$ cat config.mk
export PLATFORM = sky130hd
export DESIGN_NAME = pwm_cmp_chan
export DESIGN_NICKNAME = d
export VERILOG_FILES = /design/src/rtl/pwm_cmp_pkg.sv /design/src/rtl/pwm_cmp_store.sv /design/src/rtl/pwm_cmp_imm.sv /design/src/rtl/pwm_cmp_ref.sv /design/src/rtl/pwm_cmp_chan.sv
export SDC_FILE = /design/constraint.sdc
export NUM_CORES = 1
export LEC_CHECK = 0
export BUFFER_PORTS_ARGS = -buffer_cell sky130_fd_sc_hd__buf_2
export CAP_MARGIN = 15
export CELL_PAD_IN_SITES_DETAIL_PLACEMENT = 1
export CELL_PAD_IN_SITES_GLOBAL_PLACEMENT = 2
export CORE_MARGIN = 2
export CORE_UTILIZATION = 39
export DETAILED_ROUTE_END_ITERATION = 16
export GPL_TIMING_DRIVEN = 0
export PLACE_DENSITY = 0.82
export SETUP_SLACK_MARGIN = 0.02
export SYNTH_ARGS = -nofsm -noshare
export SYNTH_HDL_FRONTEND = slang
export SYNTH_SLANG_ARGS = --single-unit
$ cat constraint.sdc
create_clock -name clk -period 4.4 [get_ports clk]
set_input_delay 1.1 -clock clk [delete_from_list [all_inputs] [get_ports clk]]
set_output_delay 1.1 -clock clk [all_outputs]
set_load 0.005 [all_outputs]
$ cat src/rtl/pwm_cmp_pkg.sv
package pwm_cmp_pkg;

   localparam int CFG_W        = 9;
   localparam int CFG_MODE_LO  = 0;
   localparam int CFG_MODE_HI  = 8;
   localparam int CFG_PRE_BIT  = 4;
   localparam int CFG_IMM_BIT  = 5;

   localparam logic [3:0] OM_HOLD  = 4'b0000;
   localparam logic [3:0] OM_CLR   = 4'b0001;
   localparam logic [3:0] OM_SET   = 4'b0010;
   localparam logic [3:0] OM_TOG   = 4'b0011;
   localparam logic [3:0] OM_LO    = 4'b0100;
   localparam logic [3:0] OM_HI    = 4'b0101;
   localparam logic [3:0] OM_PWM_A = 4'b0110;
   localparam logic [3:0] OM_PWM_B = 4'b0111;
   localparam logic [3:0] OM_ASY_A = 4'b1110;
   localparam logic [3:0] OM_ASY_B = 4'b1111;

   typedef struct packed {
      logic       imm;
      logic       pre;
      logic [3:0] mode;
   } oc_cfg_t;

   function automatic oc_cfg_t unpack_cfg(input logic [CFG_W-1:0] w);
      oc_cfg_t c;
      c.mode = {w[CFG_MODE_HI], w[CFG_MODE_LO+2:CFG_MODE_LO]};
      c.pre  = w[CFG_PRE_BIT];
      c.imm  = w[CFG_IMM_BIT];
      return c;
   endfunction

   function automatic logic is_plain_pwm(input logic [3:0] m);
      return (m == OM_PWM_A) || (m == OM_PWM_B);
   endfunction

   function automatic logic is_asym(input logic [3:0] m);
      return (m == OM_ASY_A) || (m == OM_ASY_B);
   endfunction

endpackage

$ cat src/rtl/pwm_cmp_store.sv
module pwm_cmp_store #(
   parameter int W = 16
) (
   input  logic         clk,
   input  logic         rst_n,
   input  logic         pre,
   input  logic         wr,
   input  logic [W-1:0] wdata,
   input  logic         upd,
   output logic [W-1:0] act
);
   logic [W-1:0] shadow_q;
   logic [W-1:0] act_q;

   always_ff @(posedge clk or negedge rst_n) begin
      if (!rst_n) begin
         shadow_q <= '0;
         act_q    <= '0;
      end else begin
         if (wr)
            shadow_q <= wdata;
         if (wr && !pre)
            act_q <= wdata;
         else if (pre && upd)
            act_q <= shadow_q;
      end
   end

   assign act = act_q;
endmodule

$ cat src/rtl/pwm_cmp_imm.sv
module pwm_cmp_imm (
   input  logic clk,
   input  logic rst_n,
   input  logic arm,
   input  logic trig,
   input  logic stop,
   output logic force_now
);
   logic force_q;

   assign force_now = arm && (trig || (force_q && !stop));

   always_ff @(posedge clk or negedge rst_n) begin
      if (!rst_n)
         force_q <= 1'b0;
      else
         force_q <= force_now;
   end
endmodule

$ cat src/rtl/pwm_cmp_ref.sv
module pwm_cmp_ref
   import pwm_cmp_pkg::*;
#(
   parameter int W = 16
) (
   input  logic         clk,
   input  logic         rst_n,
   input  logic [3:0]   mode,
   input  logic [W-1:0] cnt,
   input  logic         down,
   input  logic [W-1:0] cmp_main,
   input  logic [W-1:0] cmp_alt,
   input  logic         force_now,
   output logic         ref_o,
   output logic         match_o
);
   logic [W-1:0] sel;
   logic         hit;
   logic         lvl_a;
   logic         ref_q;
   logic         ref_d;
   logic         match_q;

   assign sel   = (is_asym(mode) && down) ? cmp_alt : cmp_main;
   assign hit   = (cnt == sel);
   assign lvl_a = down ? (cnt <= sel) : (cnt < sel);

   always_comb begin
      ref_d = ref_q;
      case (mode)
         OM_CLR:             if (hit) ref_d = 1'b0;
         OM_SET:             if (hit) ref_d = 1'b1;
         OM_TOG:             if (hit) ref_d = !ref_q;
         OM_LO:              ref_d = 1'b0;
         OM_HI:              ref_d = 1'b1;
         OM_PWM_A, OM_ASY_A: ref_d = force_now ? 1'b1 : lvl_a;
         OM_PWM_B, OM_ASY_B: ref_d = force_now ? 1'b1 : !lvl_a;
         default:            ref_d = ref_q;
      endcase
   end

   always_ff @(posedge clk or negedge rst_n) begin
      if (!rst_n) begin
         ref_q   <= 1'b0;
         match_q <= 1'b0;
      end else begin
         ref_q   <= ref_d;
         match_q <= hit;
      end
   end

   assign ref_o   = ref_q;
   assign match_o = match_q;
endmodule

$ cat src/rtl/pwm_cmp_chan.sv
module pwm_cmp_chan
   import pwm_cmp_pkg::*;
#(
   parameter int CNT_W = 16
) (
   input  logic             clk,
   input  logic             rst_n,
   input  logic             cfg_we,
   input  logic [8:0]       cfg_wdata,
   input  logic             cmp_we,
   input  logic [CNT_W-1:0] cmp_wdata,
   input  logic             alt_we,
   input  logic [CNT_W-1:0] alt_wdata,
   input  logic [CNT_W-1:0] cnt,
   input  logic             cnt_down,
   input  logic             upd_evt,
   input  logic             ovf_evt,
   input  logic             udf_evt,
   input  logic             trig,
   output logic             ref_o,
   output logic             match_o
);
   localparam int NSLOT = 2;

   initial begin : p_param_chk
      if (CNT_W < 2 || CNT_W > 32)
         $fatal(1, "pwm_cmp_chan: CNT_W out of range");
   end

   oc_cfg_t    cfg_q;
   logic [3:0] mode_q;
   logic       pre_q;
   logic       imm_q;
   logic       unused_rsvd;

   assign unused_rsvd = ^{cfg_wdata[7:6], cfg_wdata[3]};

   always_ff @(posedge clk or negedge rst_n) begin
      if (!rst_n)
         cfg_q <= '0;
      else if (cfg_we)
         cfg_q <= unpack_cfg(cfg_wdata);
   end

   assign mode_q = cfg_q.mode;
   assign pre_q  = cfg_q.pre;
   assign imm_q  = cfg_q.imm;

   logic [NSLOT-1:0]            slot_we;
   logic [NSLOT-1:0][CNT_W-1:0] slot_wd;
   logic [NSLOT-1:0][CNT_W-1:0] slot_act;

   assign slot_we    = {alt_we, cmp_we};
   assign slot_wd[0] = cmp_wdata;
   assign slot_wd[1] = alt_wdata;

   for (genvar g = 0; g < NSLOT; g++) begin : g_slot
      pwm_cmp_store #(.W(CNT_W)) u_store (
         .clk   (clk),
         .rst_n (rst_n),
         .pre   (pre_q),
         .wr    (slot_we[g]),
         .wdata (slot_wd[g]),
         .upd   (upd_evt),
         .act   (slot_act[g])
      );
   end

   logic [CNT_W-1:0] cmp_main;
   logic [CNT_W-1:0] cmp_alt;
   logic             force_now;

   assign cmp_main = slot_act[0];
   assign cmp_alt  = slot_act[1];

   pwm_cmp_imm u_imm (
      .clk       (clk),
      .rst_n     (rst_n),
      .arm       (imm_q && is_plain_pwm(mode_q)),
      .trig      (trig),
      .stop      (ovf_evt || udf_evt),
      .force_now (force_now)
   );

   pwm_cmp_ref #(.W(CNT_W)) u_ref (
      .clk       (clk),
      .rst_n     (rst_n),
      .mode      (mode_q),
      .cnt       (cnt),
      .down      (cnt_down),
      .cmp_main  (cmp_main),
      .cmp_alt   (cmp_alt),
      .force_now (force_now),
      .ref_o     (ref_o),
      .match_o   (match_o)
   );
endmodule

== Word-level counts from Yosys, hierarchy flattened ==
Cells that the tools add are included.
Widths: inputs -> output; s select.

* Bits in registers: 73
* Latch bits: 0
* Bits in writable memories: 0
* Memory bits (read-only): 0
* Bits of input ports: 67
* Output and inout bits: 2
* Logic and storage cells: 58
* Memories: 0

* $add $sub $neg: 0
* $mul: 0
* Divide/modulo/power cells: 0
* Magnitude comparators: 2
* Eq/ne operators: 13
* Shifts and indexed selects: 0
* Muxes and demuxes: 12
* Bitwise gates (word level): 0
* Reduce and logical (&&, ||, !) cells: 21

{| class="wikitable"
|+ Operator list
! cell !! number
|-
| $mux 16 || 5
|-
| $eq 16x16->1 || 1
|-
| $eq 4x3->1 const B || 4
|-
| $le 16x16->1 || 1
|-
| $lt 16x16->1 || 1
|-
| $eq 4x2->1 const B || 2
|-
| $eq 4x4->1 const B || 2
|-
| $logic_and 1x1->1 || 7
|-
| $pmux 1 s7 || 1
|-
| $reduce_bool 7->1 || 1
|-
| $mux 1 || 6
|-
| $ne 2x1->1 const B || 3
|-
| $eq 4x1->1 const B || 1
|-
| $logic_not 1->1 || 4
|-
| $logic_or 1x1->1 || 4
|-
| $reduce_and 4->1 || 1
|-
| $reduce_bool 2->1 || 2
|-
| $reduce_or 2->1 || 2
|}

== Logic depth before layout (Yosys ltp) ==
Gate-level depths: netlist (run 1).

* Depth in word-level cells: 9
* Gate-level depth with buffers: 9
* Gate-level depth less buffers: 8

== Hierarchy ==
A second synthesis (run 1) with hierarchy kept.

* Cells, all modules: 306
* Area, all modules: 4240.3 µm²

{| class="wikitable"
|+ Modules (own cells, without submodules)
! module !! instances !! cells each !! area each (µm²) !! sequential area each (µm²)
|-
| pwm_cmp_store || 2 || 104 || 1612.8 || 800.8
|-
| pwm_cmp_ref || 1 || 80 || 700.7 || 50.0
|-
| pwm_cmp_chan || 1 || 15 || 267.8 || 150.1
|-
| pwm_cmp_imm || 1 || 3 || 46.3 || 25.0
|}

== Worst setup path before layout (run 1) ==
Ideal clock, no wire load.

* Kind: input to register
* Start point: input port cnt_down
* End point: register u_ref.ref_q, in the netlist u_ref.ref_o
* Setup time: 0.080 ns
* Arrival: 3.180 ns
* Data required time: 4.320 ns
* Path slack: 1.139 ns
* Stages on the path: 9
* Path buffers: 1
* Cell sequence: nand4_1 buf_2 mux2i_1 ha_1 a21oi_1 nand2_1 a221o_1 o311a_1 nor3_2

* Cells in the longest elaborated chain, start to end: 7
* Elaborated cells between the ends (all ways): 14
* Those cells by class: 2 x order compare; 4 x eq/ne; 5 x mux; 3 x reduce/logical

{| class="wikitable"
|+ RTL lines
! element !! line !! source
|-
| from (decl) || pwm_cmp_chan.sv:15 || <nowiki>input logic cnt_down,</nowiki>
|-
| $logic_and 1x1->1 || pwm_cmp_ref.sv:24 || <nowiki>assign sel = (is_asym(mode) && down) ? cmp_alt : cmp_main;</nowiki>
|-
| $mux 16 || pwm_cmp_ref.sv:24 ||
|-
| $lt 16x16->1 / $le 16x16->1 (equally long branches) || pwm_cmp_ref.sv:26 || <nowiki>assign lvl_a = down ? (cnt <= sel) : (cnt < sel);</nowiki>
|-
| $mux 1 || pwm_cmp_ref.sv:26 ||
|-
| $logic_not 1->1 || pwm_cmp_ref.sv:37 || <nowiki>OM_PWM_B, OM_ASY_B: ref_d = force_now ? 1'b1 : !lvl_a;</nowiki>
|-
| $mux 1 || pwm_cmp_ref.sv:37 ||
|-
| $pmux 1 s7 || pwm_cmp_ref.sv:30 || <nowiki>case (mode)</nowiki>
|-
| to (signal assigned) || pwm_cmp_ref.sv:47 || <nowiki>ref_q <= ref_d;</nowiki>
|-
| to (decl) || pwm_cmp_ref.sv:20 || <nowiki>logic ref_q;</nowiki>
|}

Parallel ways exist; a longest one is shown, timed or not.
A chain may end at the register's enable or synchronous reset.

== Final worst setup path (run 1) ==
Ends and elaborated chain as after synthesis.

==> results.sh, run 1 <==
export IMPL_status="completed"
export IMPL_drtAntennaViolNets=0
export IMPL_hold_viol_final=0
export IMPL_cts_resized=0
export IMPL_skew_ns=0.0105
export IMPL_cp_max_fo=10
export IMPL_clk_latency_ns=0.34
export IMPL_grt_ovfl_total=0
export IMPL_die_area_um2=10500
export IMPL_r2r_setup_slack_ns=1.36
export IMPL_path_cells="buf_2, nand4_1, buf_2, mux2i_1, ha_1, nand4_1, a2111oi_0, o311a_1, nor3_2"
export IMPL_fin_crit_ns=3.39
export IMPL_period_share=0.770
export IMPL_wl_per_cell_um=17.6
export IMPL_area_delta_synth_final_pct=17.1
export IMPL_synth_seq_cells=73
export IMPL_min_path_cells=2
export IMPL_cp_end_kind="flip-flop"
export IMPL_synth_edf_count=0
export IMPL_synth_top_cell_by_area="dfrtp_1"
export IMPL_p_sw_w=0.000496
export IMPL_ys_flop_type="dfrtp_1"
export IMPL_pre_cts_ws_ns=0.644
export IMPL_ys_top_cells_by_area="dfrtp_1 48%, mux2i_1 13%, mux2_2 12%"
export IMPL_yosysMostFrequentCell="dfrtp_1"
export IMPL_syn_num_nets=404
export IMPL_rsz0062_at_grt="false"
export IMPL_power_frac_clock=0.265
export IMPL_grt_antenna_before_repair=0
export IMPL_nets=477
export IMPL_avgSynthCellArea_um2=11.8
export IMPL_clock_sinks=73
export IMPL_cts_max_level=3
export IMPL_worstRegToRegCells=8
export IMPL_drive_gt1_frac=0.323
export IMPL_worst_slack_ns=1.01
export IMPL_io_buffer_count=61
export IMPL_yosys_cell_types_count=35
export IMPL_core_area_um2=9330
export IMPL_hold_path_class="flip-flop to flip-flop"
export IMPL_start_util=0.404
export IMPL_r2r_start="mode_q[2]"
export IMPL_drt_iter0_drc=80
export IMPL_seqPwrFrac=0.507
export IMPL_clockRootBuffer="clkbuf_8"
export IMPL_cpPeakStageDelay_ns=0.59
export IMPL_start_kind="input pin"
export IMPL_seq_area_frac_synth=0.484
export IMPL_power_density_nw_per_um2=375
export IMPL_viasPerCell=5.25
export IMPL_ir_drop_v=0.000136
export IMPL_drt_total_wl_mm=9.22
export IMPL_regArea_um2=1830
export IMPL_yosys_warnings=0
export IMPL_vias=2758
export IMPL_path_buf_inv=2
export IMPL_hp_start="g_slot[0].u_store.act[9]"
export IMPL_die_y_um=102
export IMPL_hold_buffers=0
export IMPL_clk_pin_slew_ns=0.08
export IMPL_min_to="g_slot[0].u_store.act[9]"
export IMPL_cts_tree="yes"
export IMPL_gr_usage_all_layers=0.194
export IMPL_grt_pass1_wl_mm=15.3
export IMPL_grt_pass1_vias=3018
export IMPL_yosys_area_top_type_share=0.484
export IMPL_p_leak_nw=2.13
export IMPL_max_slew_margin=0.576
export IMPL_cp_data_required_time_ns=4.63
export IMPL_fp_dieW_um=102
export IMPL_synth_commonest_cells="73 x dfrtp_1, 48 x mux2i_1, 39 x mux2_2"
export IMPL_io_pins=69
export IMPL_antenna_cells=0
export IMPL_final_setup_viol_count=0
export IMPL_hpwl_mm=6.93
export IMPL_multi_input_area_um2=1850
export IMPL_maxSlewViolCount=0
export IMPL_fmax_mhz=295
export IMPL_p_int_w=0.00116
export IMPL_drc=0
export IMPL_cts_made_buffers=9
export IMPL_final_setup_tns_ns=0
export IMPL_cts_buffer_depth=2
export IMPL_synthCells=321
export IMPL_crit_family="compound AO/OA/AOI/OAI gates"
export IMPL_worst_slew_pin_slew_ns=0.636
export IMPL_worstSetupPathType="input pin to flip-flop"
export IMPL_gp_congestion=0.745
export IMPL_async_flop_share=1.00
export IMPL_row_count=35
export IMPL_combPwrFrac=0.228
export IMPL_r2r_end="u_ref.ref_o"
export IMPL_post_cts_buffers=0
export IMPL_grt_max_degree=58
export IMPL_firstDrtPassIters=4
export IMPL_cp_arrival_ns=3.61
export IMPL_fillCellCount=1033
export IMPL_slowest_stage="a2111oi_0"
export IMPL_syn_area_um2=3770
export IMPL_max_cap_viol_count=0
export IMPL_p_sw_frac=0.299
==> registers in the layout, indices dropped and copies added, names as in the netlist <==
| register | cells |
|---|---|
| mode_q | 4 |
| g_slot.u_store.act | 32 |
| g_slot.u_store.shadow_q | 32 |
| imm_q | 1 |
| u_imm.force_q | 1 |
| pre_q | 1 |
| u_ref.match_o | 1 |
| u_ref.ref_o | 1 |
==> final cells by class <==
class                      count  area share
buffer                        20      0.0207
sequential                    73       0.413
clock buffer                  12      0.0328
inverter                       2     0.00170
timing repair buffer          62      0.0759
multi-input combinational    226       0.418
tap                          129      0.0365
clock inverter                 1     0.00113
==> per-stage QoR <==
step,std cells,hold WS (ns),total power (W),instance area [µm²],util
floorplan,321,0.444,0.00109,3770,-
global placement,511,0.462,0.00121,4240,0.454
detailed placement,512,0.473,0.00124,4270,0.458
CTS,525,0.491,0.00169,4420,0.474
global route,525,0.529,0.00178,4420,0.474
finish,525,0.482,0.00166,4420,0.474
==> worst max-delay path by stage <==
stage              from          end  slack [ns]  cells after the start
4_1_cts        cnt_down  u_ref.ref_o        1.02                      9
2_1_floorplan  cnt_down  u_ref.ref_o        1.14                      9
3_3_place_gp   cnt_down  u_ref.ref_o        0.71                      9
3_5_place_dp   cnt_down  u_ref.ref_o        0.64                      9
5_1_grt        cnt_down  u_ref.ref_o        0.82                      9
6_report       cnt_down  u_ref.ref_o        1.01                      9
==> layout by cell type, fill, tap and decap left out, types with 2 or more instances in the layout <==
cell / count
ha_1: 16
o21ai_0: 17
a211oi_1: 16
nor3b_1: 2
nand2_1: 23
nor2_1: 2
mux2_2: 39
clkbuf_1: 9
dfrtp_1: 73
nor2b_1: 17
clkbuf_8: 10
nand4_1: 6
inv_1: 2
mux2i_1: 48
a21oi_1: 22
buf_2: 69
buf_1: 2
nand3_1: 2
==> cells by family (layout without fill, tap and decap cells) <==
logic type | count (synthesis) | after routing | share of synthesized area
and+or+nand+nor | 60 | 60 | 0.0915
muxes | 87 | 87 | 0.244
buffers and inverters | 22 | 97 | 0.0262
adders and majority gates | 16 | 16 | 0.0531
AOI/OAI and AO/OA | 63 | 63 | 0.101
DFF | 73 | 73 | 0.484
==> power groups by stage <==
stage	Clock, W	Combinational, W	Sequential, W
after global routing	0.000487	0.000432	0.000856
after floorplan	0	0.000266	0.000823
after global placement	0	0.000364	0.000850
after CTS	0.000460	0.000384	0.000844
final	0.000439	0.000378	0.000841
after detailed placement	0	0.000383	0.000856
==> per-layer routing <==
metal / global-route usage / part of all wire / routed length, µm / vias up
met1: 0.259 / 0.46 / 4280 / 1383
met4: 0.0738 / 0.016 / 152 / 0
met5: 0 / 0 / 0 / -
met2: 0.323 / 0.49 / 4510 / 51
met3: 0.0233 / 0.030 / 278 / 12
li1: - / - / - / 1312
==> worst register-to-register path, delay by kind of cell, from the launching register on <==
kind,cells,cell delay (ns)
AND/OR/NAND/NOR,3,0.74
buffers and inverters,1,0.41
multiplexers,1,0.16
AO/OA/AOI/OAI,2,0.85
adder cells (fa/ha/maj),1,0.32
flip-flops,1,0.45
No activity file was read; power rests on OpenSTA's default activity.
==> run 2: changes to the inputs <==
--- a/config.mk
+++ b/config.mk
@@ -10,10 +10,10 @@
 export CELL_PAD_IN_SITES_DETAIL_PLACEMENT = 1
 export CELL_PAD_IN_SITES_GLOBAL_PLACEMENT = 2
 export CORE_MARGIN = 2
-export CORE_UTILIZATION = 39
+export CORE_UTILIZATION = 37
 export DETAILED_ROUTE_END_ITERATION = 16
 export GPL_TIMING_DRIVEN = 0
-export PLACE_DENSITY = 0.82
+export PLACE_DENSITY = 0.78
 export SETUP_SLACK_MARGIN = 0.02
 export SYNTH_ARGS = -nofsm -noshare
 export SYNTH_HDL_FRONTEND = slang
==> constraint.sdc (replaced) <==
create_clock -name clk -period 3.2 [get_ports clk]
set_input_delay 0.8 -clock clk [delete_from_list [all_inputs] [get_ports clk]]
set_output_delay 0.8 -clock clk [all_outputs]
set_load 0.005 [all_outputs]
==> results.sh, run 2 (synthesis gave the netlist of run 1 again) <==
export IMPL_nets=480
export IMPL_cts_tree="yes"
export IMPL_cts_buffer_depth=2
export IMPL_die_area_um2=11000
export IMPL_start_kind="input pin"
export IMPL_final_setup_tns_ns=0
export IMPL_drc=0
export IMPL_grt_pass1_wl_mm=15.6
export IMPL_max_slew_margin=0.580
export IMPL_cpPeakStageDelay_ns=0.36
export IMPL_cp_data_required_time_ns=3.48
export IMPL_drt_total_wl_mm=9.41
export IMPL_final_common_cell="dfrtp_1"
export IMPL_path_cells="buf_2, nand4_1, clkbuf_4, mux2i_1, ha_1, nand4_1, nor2_1, a221o_1, o311a_1, nor3_2"
export IMPL_grt_ovfl_total=0
export IMPL_io_pins=69
export IMPL_drt_iter0_drc=52
export IMPL_viasPerCell=5.08
export IMPL_fin_area_um2=4540
export IMPL_slowest_stage="o311a_1"
export IMPL_period_share=0.873
export IMPL_firstDrtPassIters=3
export IMPL_rsz0062_at_grt="false"
export IMPL_cp_max_fo=10
export IMPL_worstSetupPathType="input pin to flip-flop"
export IMPL_wl_per_cell_um=17.6
export IMPL_drive_gt1_frac=0.338
export IMPL_final_setup_viol_count=0
export IMPL_area_delta_synth_final_pct=20.4
export IMPL_grt_antenna_before_repair=0
export IMPL_fp_dieW_um=105
export IMPL_grt_pass1_vias=2996
export IMPL_cp_arrival_ns=3.07
export IMPL_gp_congestion=0.759
export IMPL_fmax_mhz=358
export IMPL_post_dp_cell_area_um2=4270
export IMPL_hpwl_mm=7.12
export IMPL_skew_ns=0.00623
export IMPL_fin_crit_ns=2.80
export IMPL_worst_slew_pin_slew_ns=0.629
export IMPL_cp_common_cell="nand4_1"
export IMPL_ir_drop_v=0.000227
export IMPL_pre_cts_ws_ns=-0.289
export IMPL_grt_max_degree=46
export IMPL_start_util=0.384
export IMPL_final_cell_mix="73 x dfrtp_1, 68 x buf_2, 48 x mux2i_1"
export IMPL_hold_slack_ns=0.374
export IMPL_power_density_nw_per_um2=566
export IMPL_vias=2719
export IMPL_status="completed"
export IMPL_max_cap_viol_count=0
export IMPL_hold_path_class="input pin to async pin"
export IMPL_cp_end_kind="flip-flop"
export IMPL_maxSlewViolCount=0
export IMPL_cts_made_buffers=9
export IMPL_hold_buffers=0
export IMPL_gr_usage_all_layers=0.184
export IMPL_clockRootBuffer="clkbuf_8"
export IMPL_clk_pin_slew_ns=0.08
export IMPL_path_buf_inv=2
export IMPL_cts_max_level=3
export IMPL_drtAntennaViolNets=0
export IMPL_hold_viol_final=0
export IMPL_core_area_um2=9820
export IMPL_io_buffer_count=61
export IMPL_p_leak_nw=2.19
export IMPL_clock_sinks=73
export IMPL_worst_slack_ns=0.405
export IMPL_die_y_um=105
export IMPL_row_count=36
export IMPL_antenna_cells=0
export IMPL_clk_latency_ns=0.35
export IMPL_crit_family="compound AO/OA/AOI/OAI gates"
==> run 2: repair_timing <==
item | CTS | global route
endpoints found under the setup margin | 0 | 1
resized for setup | 0 | 2
buffers inserted | 0 | 3
==> run 2: worst paths after layout <==
kind | startpoint | to | slack (ns) | cells past startpoint
max | cnt_down | u_ref.ref_o | 0.40 | 10
min | rst_n | g_slot[1].u_store.act[8] | 0.37 | 1
max reg2reg | mode_q[2] | u_ref.ref_o | 0.48 | 9
min reg2reg | g_slot[0].u_store.act[1] | g_slot[0].u_store.act[1] | 0.49 | 2
max in group asynchronous | rst_n | g_slot[0].u_store.act[3] | 2.27 | 2
min in group clk | g_slot[0].u_store.act[1] | g_slot[0].u_store.act[1] | 0.49 | 2
==> run 2: cell type report <==
type                            count  area (µm²)
Timing Repair Buffer               65         358
Sequential cell                    73        1830
Multi-Input combinational cell    226        1850
Inverter                            2        7.51
Clock buffer                       10         138
Fill cell                        1102        5280
Buffer                             20        93.8
Clock inverter                      6         105
Tap cell                          133         166
==> run 2: routing by layer <==
metal	track usage	vias to the layer above	part of all wire
met5	0	-	0
met4	0.0790	0	0.022
met3	0.0274	13	0.027
met2	0.314	43	0.50
met1	0.231	1336	0.45
li1	-	1327	-
==> run 2: metrics by stage <==
step | utilization | instances | total power [W]
after floorplan | - | 321 | 0.00150
final | 0.463 | 535 | 0.00257
after global placement | 0.432 | 515 | 0.00167
after CTS | 0.460 | 532 | 0.00260
after global routing | 0.463 | 535 | 0.00272
after detailed placement | 0.435 | 516 | 0.00171
==> run 2: power by group <==
part | leakage (nW) | switching [W] | internal, W
combinational | 1.21 | 0.000269 | 0.000257
sequential | 0.861 | 0.0000981 | 0.00106
clock | 0.126 | 0.000356 | 0.000535
total | 2.19 | 0.000723 | 0.00185
